$ cat src/rtl/hdlc_txf_pkg.sv
package hdlc_txf_pkg;

    localparam int TXF_DATA_W = 8;
    localparam int TXF_ADDR_W = 6;
    localparam int TXF_FCNT_W = 5;

    typedef enum logic {
        LINE_IDLE = 1'b0,
        LINE_SEND = 1'b1
    } line_state_e;

    // Events that may set the sticky overflow flag, plus the limit flags.
    typedef struct packed {
        logic frame_full;
        logic byte_full;
        logic eof_drop;
        logic wr_drop;
    } txf_evt_t;

endpackage

$ cat src/rtl/txf_byte_store.sv
module txf_byte_store
    import hdlc_txf_pkg::*;
#(
    parameter int AW = TXF_ADDR_W,
    parameter int DW = TXF_DATA_W
) (
    input  logic          clk,
    input  logic          rst,
    input  logic          wr_req,
    input  logic [DW-1:0] wr_data,
    input  logic          rd_req,
    output logic [AW-1:0] wr_addr,
    output logic [AW-1:0] rd_addr,
    output logic [DW-1:0] rd_data,
    output logic          full,
    output logic          wr_accept
);
    localparam int DEPTH = 1 << AW;

    logic [AW:0]   wr_ptr;
    logic [AW:0]   rd_ptr;
    logic [AW:0]   used;
    logic [DW-1:0] mem [DEPTH];

    // used never exceeds DEPTH, so its top bit marks exactly DEPTH bytes
    assign used      = wr_ptr - rd_ptr;
    assign full      = used[AW];
    assign wr_accept = wr_req && !full;
    assign wr_addr   = wr_ptr[AW-1:0];
    assign rd_addr   = rd_ptr[AW-1:0];
    assign rd_data   = mem[rd_addr];

    always_ff @(posedge clk) begin
        if (rst) begin
            wr_ptr <= '0;
            rd_ptr <= '0;
        end else begin
            if (wr_accept) wr_ptr <= wr_ptr + 1'b1;
            if (rd_req)    rd_ptr <= rd_ptr + 1'b1;
        end
    end

    always_ff @(posedge clk) begin
        if (wr_accept) mem[wr_addr] <= wr_data;
    end

endmodule

$ cat src/rtl/txf_frame_table.sv
module txf_frame_table
    import hdlc_txf_pkg::*;
#(
    parameter int AW = TXF_ADDR_W,
    parameter int FW = TXF_FCNT_W
) (
    input  logic          clk,
    input  logic          rst,
    input  logic          eof_req,
    input  logic          wr_accept,
    input  logic [AW-1:0] wr_addr,
    input  logic          out_done,
    output logic [AW-1:0] head_end,
    output logic [FW-1:0] frames,
    output logic          frame_full,
    output logic          open,
    output logic          eof_drop
);
    localparam int SLOTS = 1 << FW;

    logic [FW-1:0] f_in;
    logic [FW-1:0] f_out;
    logic [AW-1:0] end_tab [SLOTS];
    logic          open_q;
    logic          has_data;
    logic          eof_ok;
    logic [AW-1:0] new_end;

    assign frames     = f_in - f_out;
    assign frame_full = &frames;
    assign has_data   = open_q || wr_accept;
    assign eof_ok     = eof_req && has_data && !frame_full;
    assign eof_drop   = eof_req && has_data && frame_full;
    // a byte written in the closing cycle is the frame's last byte
    assign new_end    = wr_accept ? wr_addr : wr_addr - 1'b1;
    assign head_end   = end_tab[f_out];
    assign open       = open_q;

    always_ff @(posedge clk) begin
        if (rst) begin
            f_in   <= '0;
            f_out  <= '0;
            open_q <= 1'b0;
            for (int i = 0; i < SLOTS; i++) end_tab[i] <= '0;
        end else begin
            if (eof_ok) begin
                end_tab[f_in] <= new_end;
                f_in          <= f_in + 1'b1;
            end
            if (out_done) f_out <= f_out + 1'b1;
            open_q <= has_data && !eof_ok;
        end
    end

endmodule

$ cat src/rtl/txf_line_ctrl.sv
module txf_line_ctrl
    import hdlc_txf_pkg::*;
#(
    parameter int FW = TXF_FCNT_W
) (
    input  logic          clk,
    input  logic          rst,
    input  logic          sel,
    input  logic          rd_en,
    input  logic [FW-1:0] frames,
    input  logic          at_end,
    output logic          rd_valid,
    output logic          rd_last,
    output logic          take,
    output logic          done
);
    line_state_e st;

    assign rd_valid = (st == LINE_SEND) && (frames != '0);
    assign rd_last  = rd_valid && at_end;
    assign take     = rd_en && rd_valid;
    assign done     = take && at_end;

    always_ff @(posedge clk) begin
        if (rst) begin
            st <= LINE_IDLE;
        end else if (sel) begin
            st <= LINE_SEND;
        end else if (done && frames == FW'(1)) begin
            st <= LINE_IDLE;
        end
    end

endmodule

$ cat src/rtl/hdlc_txfifo.sv
module hdlc_txfifo
    import hdlc_txf_pkg::*;
#(
    parameter int DW = TXF_DATA_W,
    parameter int AW = TXF_ADDR_W,
    parameter int FW = TXF_FCNT_W
) (
    input  logic          clk,
    input  logic          rst,
    input  logic          wr_en,
    input  logic [DW-1:0] wr_data,
    input  logic          eof_cmd,
    input  logic          sel,
    input  logic          rd_en,
    output logic [DW-1:0] rd_data,
    output logic          rd_valid,
    output logic          rd_last,
    output logic [FW-1:0] frame_count,
    output logic          frame_cnt_full,
    output logic          byte_full,
    output logic          full,
    output logic          empty,
    output logic          overflow
);
    logic [AW-1:0] wr_addr;
    logic [AW-1:0] rd_addr;
    logic [AW-1:0] head_end;
    logic          wr_accept;
    logic          take;
    logic          done;
    logic          open;
    logic          eof_drop;
    logic          bfull;
    logic          ffull;
    logic [FW-1:0] frames;
    txf_evt_t      evt;
    logic          ovf_q;

    txf_byte_store #(.AW(AW), .DW(DW)) u_store (
        .clk       (clk),
        .rst       (rst),
        .wr_req    (wr_en),
        .wr_data   (wr_data),
        .rd_req    (take),
        .wr_addr   (wr_addr),
        .rd_addr   (rd_addr),
        .rd_data   (rd_data),
        .full      (bfull),
        .wr_accept (wr_accept)
    );

    txf_frame_table #(.AW(AW), .FW(FW)) u_table (
        .clk        (clk),
        .rst        (rst),
        .eof_req    (eof_cmd),
        .wr_accept  (wr_accept),
        .wr_addr    (wr_addr),
        .out_done   (done),
        .head_end   (head_end),
        .frames     (frames),
        .frame_full (ffull),
        .open       (open),
        .eof_drop   (eof_drop)
    );

    txf_line_ctrl #(.FW(FW)) u_line (
        .clk      (clk),
        .rst      (rst),
        .sel      (sel),
        .rd_en    (rd_en),
        .frames   (frames),
        .at_end   (rd_addr == head_end),
        .rd_valid (rd_valid),
        .rd_last  (rd_last),
        .take     (take),
        .done     (done)
    );

    always_comb begin
        evt.frame_full = ffull;
        evt.byte_full  = bfull;
        evt.eof_drop   = eof_drop;
        evt.wr_drop    = wr_en && bfull;
    end

    always_ff @(posedge clk) begin
        if (rst)                            ovf_q <= 1'b0;
        else if (evt.eof_drop || evt.wr_drop) ovf_q <= 1'b1;
    end

    assign frame_count    = frames;
    assign frame_cnt_full = evt.frame_full;
    assign byte_full      = evt.byte_full;
    assign full           = evt.frame_full || evt.byte_full;
    assign empty          = (frames == '0) && !open;
    assign overflow       = ovf_q;

endmodule

$ cat config.mk
export PLATFORM = sky130hd
export DESIGN_NAME = hdlc_txfifo
export DESIGN_NICKNAME = d
export VERILOG_FILES = /design/src/rtl/hdlc_txf_pkg.sv /design/src/rtl/txf_byte_store.sv /design/src/rtl/txf_frame_table.sv /design/src/rtl/txf_line_ctrl.sv /design/src/rtl/hdlc_txfifo.sv
export SDC_FILE = /design/constraint.sdc
export NUM_CORES = 1
export LEC_CHECK = 0
export CELL_PAD_IN_SITES_DETAIL_PLACEMENT = 0
export CELL_PAD_IN_SITES_GLOBAL_PLACEMENT = 1
export CORE_ASPECT_RATIO = 0.9
export CORE_MARGIN = 3
export CORE_UTILIZATION = 42
export CTS_BUF_LIST = sky130_fd_sc_hd__clkbuf_4
export DETAILED_ROUTE_END_ITERATION = 12
export GPL_TIMING_DRIVEN = 0
export PLACE_DENSITY = 0.72
export SYNTH_ARGS = -nofsm -noshare
export SYNTH_HDL_FRONTEND = slang
export SYNTH_SLANG_ARGS = --single-unit
$ cat constraint.sdc
create_clock -name clk -period 9.9 [get_ports clk]
set_clock_uncertainty 0.2 [all_clocks]
set_input_delay 1.485 -clock clk [delete_from_list [all_inputs] [get_ports clk]]
set_output_delay 1.485 -clock clk [all_outputs]
set_load 0.02 [all_outputs]
==> reports/metrics.cfg, run 1 <==
[synthesis]
ys_seq_area_share_pct = 71.02
synth.avg_cell_area_um2 = 17.61
ys_types = 62
synthCells = 1751
synth_edf_count = 704
synth-seq-cells = 742
synthArstFlopShare_pct = 0
syn_area_um2 = 30840
dominantRegCellSynth = edfxtp_1
synth_fp_nets = 1783
ys_warn_count = 0

[sta]
finalSetupViolCount = 0
max_freq_mhz = 149.0
fin_crit_ns = 6.710
worst_hold_slack_ns = 0.3365
finalCritPeriodShare_pct = 67.77
finalHoldViolCount = 0
rsz0062_at_grt = false
slew_headroom_pct = 19.65
drv_slew = 0
tns_ns = 0
worstMarginPinSlew_ns = 1.195

[setup_path]
critPathMostFrequentCell = mux4_2
worstSetupPathType = flip-flop to output port
cp-end-kind = output port
crit_chain = clkbuf_1 > buf_1 > mux4_2 > mux4_2 > mux4_2 > clkdlybuf4s50_1
max_stage_delay_ns = 0.86
critPathMaxFanout = 10
path_buf_inv = 3
cp_top_family = buffers and inverters
cp-start-kind = flip-flop
cp.required_ns = 8.22
slowest_stage = buf_1
worst_ep_arrival_time_ns = 5.02

[routing]
drc_errors = 0
wl_um = 80330
via_per_inst = 5.705
drt-pass1-iter-count = 5
vias = 17610
drt_iter0_markers = 1966
detail-route-antenna-nets = 0
wire_per_inst_um = 26.03

[global_route]
grt_start_max_net_pins = 49
track_usage_pct = 21.10
antenna_found_initial = 4
grt_pass1_vias = 17720
grt_pass1_wl_um = 117500
grt_overflow = 0

[place]
placed_cells = 2742
port_buffers = 33
place.gp.congestion = 0.9051
hpwl_um = 53870

[floorplanning]
die_y_um = 263.1
io-pin-count = 34
core_area_um2 = 72140
start_util_pct = 42.75
num_rows = 93
die_area_um2 = 76720
die_x_um = 291.6

[hold_path]
min_path_type = flip-flop to flip-flop

[power]
p_seq_share_pct = 52.7
leakage_uw = 0.01101
p_sw_uw = 1639
powerDensity_nw_per_um2 = 189.6
combPwrFrac_pct = 7.2
pwr-share-clk_pct = 40.1
intPower_uw = 4991
vdd_drop_max_v = 0.0001189
switching_share_pct = 24.72

[cts]
cts_resized = 0
numCtsBuffers = 186
cts_tree = done
insertion_delay_ns = 1.07
cts_hold_buf = 0
postCtsSetupBuffers = 0
clock-root-buffer = clkbuf_4
h-tree-depth = 4
clkTransAtPathRegs_ns = 0.06
clock_path_buffers = 3
cts_num_sinks = 742

[run_status]
status = complete, no violations

[layout]
syn_to_final_growth_pct = 13.37
final_cell_count_no_fill = 3086
layout-drive-gt1-share_pct = 24.87
final_nets = 2012
nFillCells = 6184

[job]
max_cap_viol_count = 0

## placed cells by master (no fill, tap or decap), types with 37 or more instances in the layout
master / count
a21oi_1: 38
clkbuf_1: 75
clkbuf_4: 271
clkinv_1: 49
dfxtp_1: 38
edfxtp_1: 704
mux2i_1: 43
mux4_2: 183
nand2b_1: 37
nand3_1: 45
nor2_1: 241
nor3_1: 40
## final timing paths
check	from	endpoint	slack [ns]	cells past startpoint
setup / recovery	flip-flop	rd_data[7]	3.19	6
hold / removal	u_line.st	u_line.st	0.34	2
setup reg to reg	u_store.rd_ptr[3]	u_store.mem[20][0]	5.26	10
hold reg to reg	u_line.st	u_line.st	0.34	2
## synth_stat cells (all sizes together) (9+ instances only)
cell type  count  area, um^2
nand3         46       235.2
mux4         194        4410
nor2         241       904.6
a21oi         39       198.9
a211oi        10       75.07
inv           27       101.4
ha            17       212.7
dfxtp         38       760.7
mux2i         43       430.4
nand4         13       81.33
nor2b         16       100.1
xnor2         15       131.4
a22oi         18       135.1
clkbuf        75       281.5
nor3          40       200.2
buf           42       235.2
nor4           9       56.30
nand2b        37       231.5
mux2          15       176.4
nand2         29       108.9
edfxtp       704       21140
## tightest hold or removal path: cells and delay by family, from the launching register on
kind / cells / cell delay [ns]
AND/OR/NAND/NOR: 1 / 0.10
AO/OA/AOI/OAI: 1 / 0.06
flip-flops: 1 / 0.32
## metal layers
layer | track usage, % | vias up | part of all wire [%]
met5 | 0 | - | 0
met4 | 7.314 | 0 | 2.2
met3 | 7.777 | 134 | 11
met2 | 30.31 | 918 | 44
met1 | 29.72 | 9014 | 42
li1 | - | 7539 | -
## power by group through the flow
| stage | clock, uW | combinational [uW] | sequential (uW) |
|---|---|---|---|
| after detailed placement | 0 | 469 | 3560 |
| final | 2660 | 474 | 3500 |
| after CTS | 2720 | 469 | 3500 |
| after floorplan | 0 | 248 | 3550 |
| after global placement | 0 | 456 | 3570 |
| after global routing | 2880 | 498 | 3500 |
## registers in the layout, summed over array words and instances, names as in the netlist, named ones only
name and cells:
u_table.end_tab 192, u_table.f_in 5, u_table.f_out 5, u_table.open 1
overflow 1, u_store.mem 512, u_store.rd_ptr 7, u_line.st 1
u_store.wr_ptr 7
## per-stage QoR
step	power, uW	setup WS (ns)	utilization, %	instance area [um^2]
floorplan	3802	5.535	-	30840
global placement	4023	4.162	44.85	32360
detailed placement	4032	4.170	45.02	32480
CTS	6680	3.037	48.44	34950
global route	6872	2.881	48.46	34960
finish	6630	3.190	48.46	34960
## cell type report
type	instances	area, um^2	area share [%]
Inverter	27	101.3	0.2899
Clock buffer	271	2034	5.819
Multi-Input combinational cell	865	8320	23.80
Antenna cell	5	12.51	0.03579
Sequential cell	742	21900	62.64
Clock inverter	68	436.7	1.249
Timing Repair Buffer	41	450.4	1.288
Buffer	117	516.7	1.478
Tap cell	950	1189	3.400
## kinds of logic (layout without fill, tap and decap cells)
| logic type | after synthesis | count (layout) | synth area share (%) |
|---|---|---|---|
| XOR/XNOR | 20 | 20 | 0.5680 |
| buffers and inverters | 144 | 524 | 2.004 |
| flip-flops | 742 | 742 | 71.02 |
| multiplexers | 252 | 252 | 16.27 |
| AO/OA/AOI/OAI | 112 | 112 | 2.430 |
| other | 0 | 5 | 0 |
| AND/OR/NAND/NOR | 463 | 463 | 6.958 |
| adder cells (fa/ha/maj) | 18 | 18 | 0.7546 |
(Power assumes the default switching activity.)
==> run 2: changes to the inputs <==
clock period = 6.3 ns   (was 9.9 ns; I/O delays follow)
==> reports/metrics.cfg, run 2 (synthesis results as in run 1) <==
[sta]
finalSetupViolCount = 0  ; unchanged
fin_crit_ns = 6.032
finalCritPeriodShare_pct = 95.75
worstMarginPinSlew_ns = 1.208  ; +0.01342 ns
max_freq_mhz = 165.8
drv_slew = 0  ; unchanged
fin_ws_ns = 0.2678  ; -2.923 ns
finalHoldViolCount = 0  ; unchanged
slew_headroom_pct = 18.75  ; -0.90 points

[layout]
largest_reg_flops = 512  ; unchanged
final_cell_mix = edfxtp_1, clkbuf_4, nor2_1
layout-drive-gt1-share_pct = 25.25  ; +0.38 points
fin_area_um2 = 34980  ; about the same
largest_register = u_store.mem
reg_top3 = u_store.mem: 512 flops, u_table.end_tab: 192 flops
final_cell_count_no_fill = 3086  ; unchanged
final_nets = 2012  ; unchanged
layout_commonest_cell = edfxtp_1
syn_to_final_growth_pct = 13.42  ; about the same
utilization_pct = 48.48  ; about the same

[global_route]
grt_start_max_net_pins = 49  ; unchanged
grt_overflow = 0  ; unchanged
grt_pass1_vias = 17720  ; unchanged
track_usage_pct = 21.10  ; unchanged
grt_pass1_wl_um = 117500  ; unchanged
antenna_found_initial = 4  ; unchanged

[floorplanning]
die_y_um = 263.1  ; unchanged
core_area_um2 = 72140  ; unchanged
start_util_pct = 42.75  ; unchanged
die_area_um2 = 76720  ; unchanged
io-pin-count = 34  ; unchanged
die_x_um = 291.6  ; unchanged
num_rows = 93  ; unchanged

[power]
power_uw = 10420  ; +57%
p_sw_uw = 2581  ; +57%
switching_share_pct = 24.76  ; +0.036 points
leakage_uw = 0.01103  ; +0.24%
vdd_drop_max_v = 0.0001870  ; +57%
pwr-share-clk_pct = 40.1  ; about the same
intPower_uw = 7844  ; +57%
powerDensity_nw_per_um2 = 298.0  ; +57%
p_seq_share_pct = 52.7  ; about the same
combPwrFrac_pct = 7.2  ; about the same

[cts]
cts_num_sinks = 742  ; unchanged
clock-root-buffer = clkbuf_4
insertion_delay_ns = 1.07  ; about the same
cts_hold_buf = 0  ; unchanged
h-tree-depth = 4  ; unchanged
clock_path_buffers = 3  ; unchanged
clkTransAtPathRegs_ns = 0.07  ; about the same
numCtsBuffers = 186  ; unchanged
cts_tree = done

[routing]
drc_errors = 0  ; unchanged
via_per_inst = 5.704  ; about the same
drt-pass1-iter-count = 6  ; +1
vias = 17600  ; -0.0057%
wl_um = 80330  ; about the same
detail-route-antenna-nets = 0  ; unchanged
drt_iter0_markers = 1912  ; -2.7%
wire_per_inst_um = 26.03  ; about the same

[place]
pre_cts_ws_ns = 1.110  ; -3.060 ns
dpl_cell_area_um2 = 32480  ; unchanged
hpwl_um = 53870  ; unchanged
placed_cells = 2742  ; unchanged
place.gp.congestion = 0.9051  ; unchanged
port_buffers = 33  ; unchanged

[setup_path]
cp-start-kind = flip-flop
cp-end-kind = output port
cp.required_ns = 5.15  ; -3.07 ns
worst_ep_arrival_time_ns = 4.89  ; -0.13 ns
critPathMaxFanout = 10  ; unchanged
worstSetupPathType = flip-flop to output port

[run_status]
status = complete, no violations

[job]
max_cap_viol_count = 0  ; unchanged

[hold_path]
min_path_type = input port to flip-flop

## run 2: area by class of cell
cell class / instances / area (um^2)
repair buffers: 41 / 450.4
multi-input cells: 865 / 8320
fillers: 6180 / 37170
clock inverters: 68 / 436.7
plain buffers: 117 / 533.0
well taps: 950 / 1189
clock buffers: 271 / 2034
inverters: 27 / 101.3
diodes: 5 / 12.51
flip-flops and latches: 742 / 21900
## run 2: power by group through the flow
stage | Clock [uW] | Sequential [uW] | Combinational, uW
2_1_floorplan | 0 | 5590 | 390
3_3_place_gp | 0 | 5610 | 716
3_5_place_dp | 0 | 5600 | 736
4_1_cts | 4270 | 5490 | 738
5_1_grt | 4520 | 5500 | 783
6_report | 4190 | 5490 | 746
## run 2: worst max-delay path, cell delays in order (launching register included)
cell	delay, ns
dfxtp_1	0.32
clkbuf_1	0.59
buf_1	0.74
mux4_2	0.63
mux4_2	0.51
mux4_2	0.52
clkdlybuf4s50_1	0.57
## run 2: repair_timing
item | 4_1_cts | 5_1_grt
buffers inserted | 0 | 0
resized for setup | 2 | 15
setup endpoints to repair | 4 | 8
## run 2: stage by stage
stage	hold WS, ns	TNS, ns
6_report	0.1478	0
5_1_grt	0.08037	-0.01728
4_1_cts	0.04738	0
3_5_place_dp	0.3204	0
3_3_place_gp	0.3141	0
2_1_floorplan	0.2677	0
## run 2: final timing paths
| path | from | end | slack, ns | cells after the start |
|---|---|---|---|---|
| max | flip-flop | rd_data[3] | 0.27 | 6 |
| min | wr_data[0] | u_store.mem[17][0] | 0.15 | 1 |
| max reg2reg | u_store.rd_ptr[3] | u_store.mem[19][5] | 1.66 | 10 |
| min reg2reg | u_line.st | u_line.st | 0.34 | 2 |
## run 2: per-layer routing
metal	share of wire, %	vias to the layer above	routed length, um	global-route usage, %
li1	-	7540	-	-
met1	42	9001	34010	29.72
met2	44	928	35450	30.31
met3	11	135	8918	7.777
met4	2.4	0	1938	7.314
met5	0	-	0	0
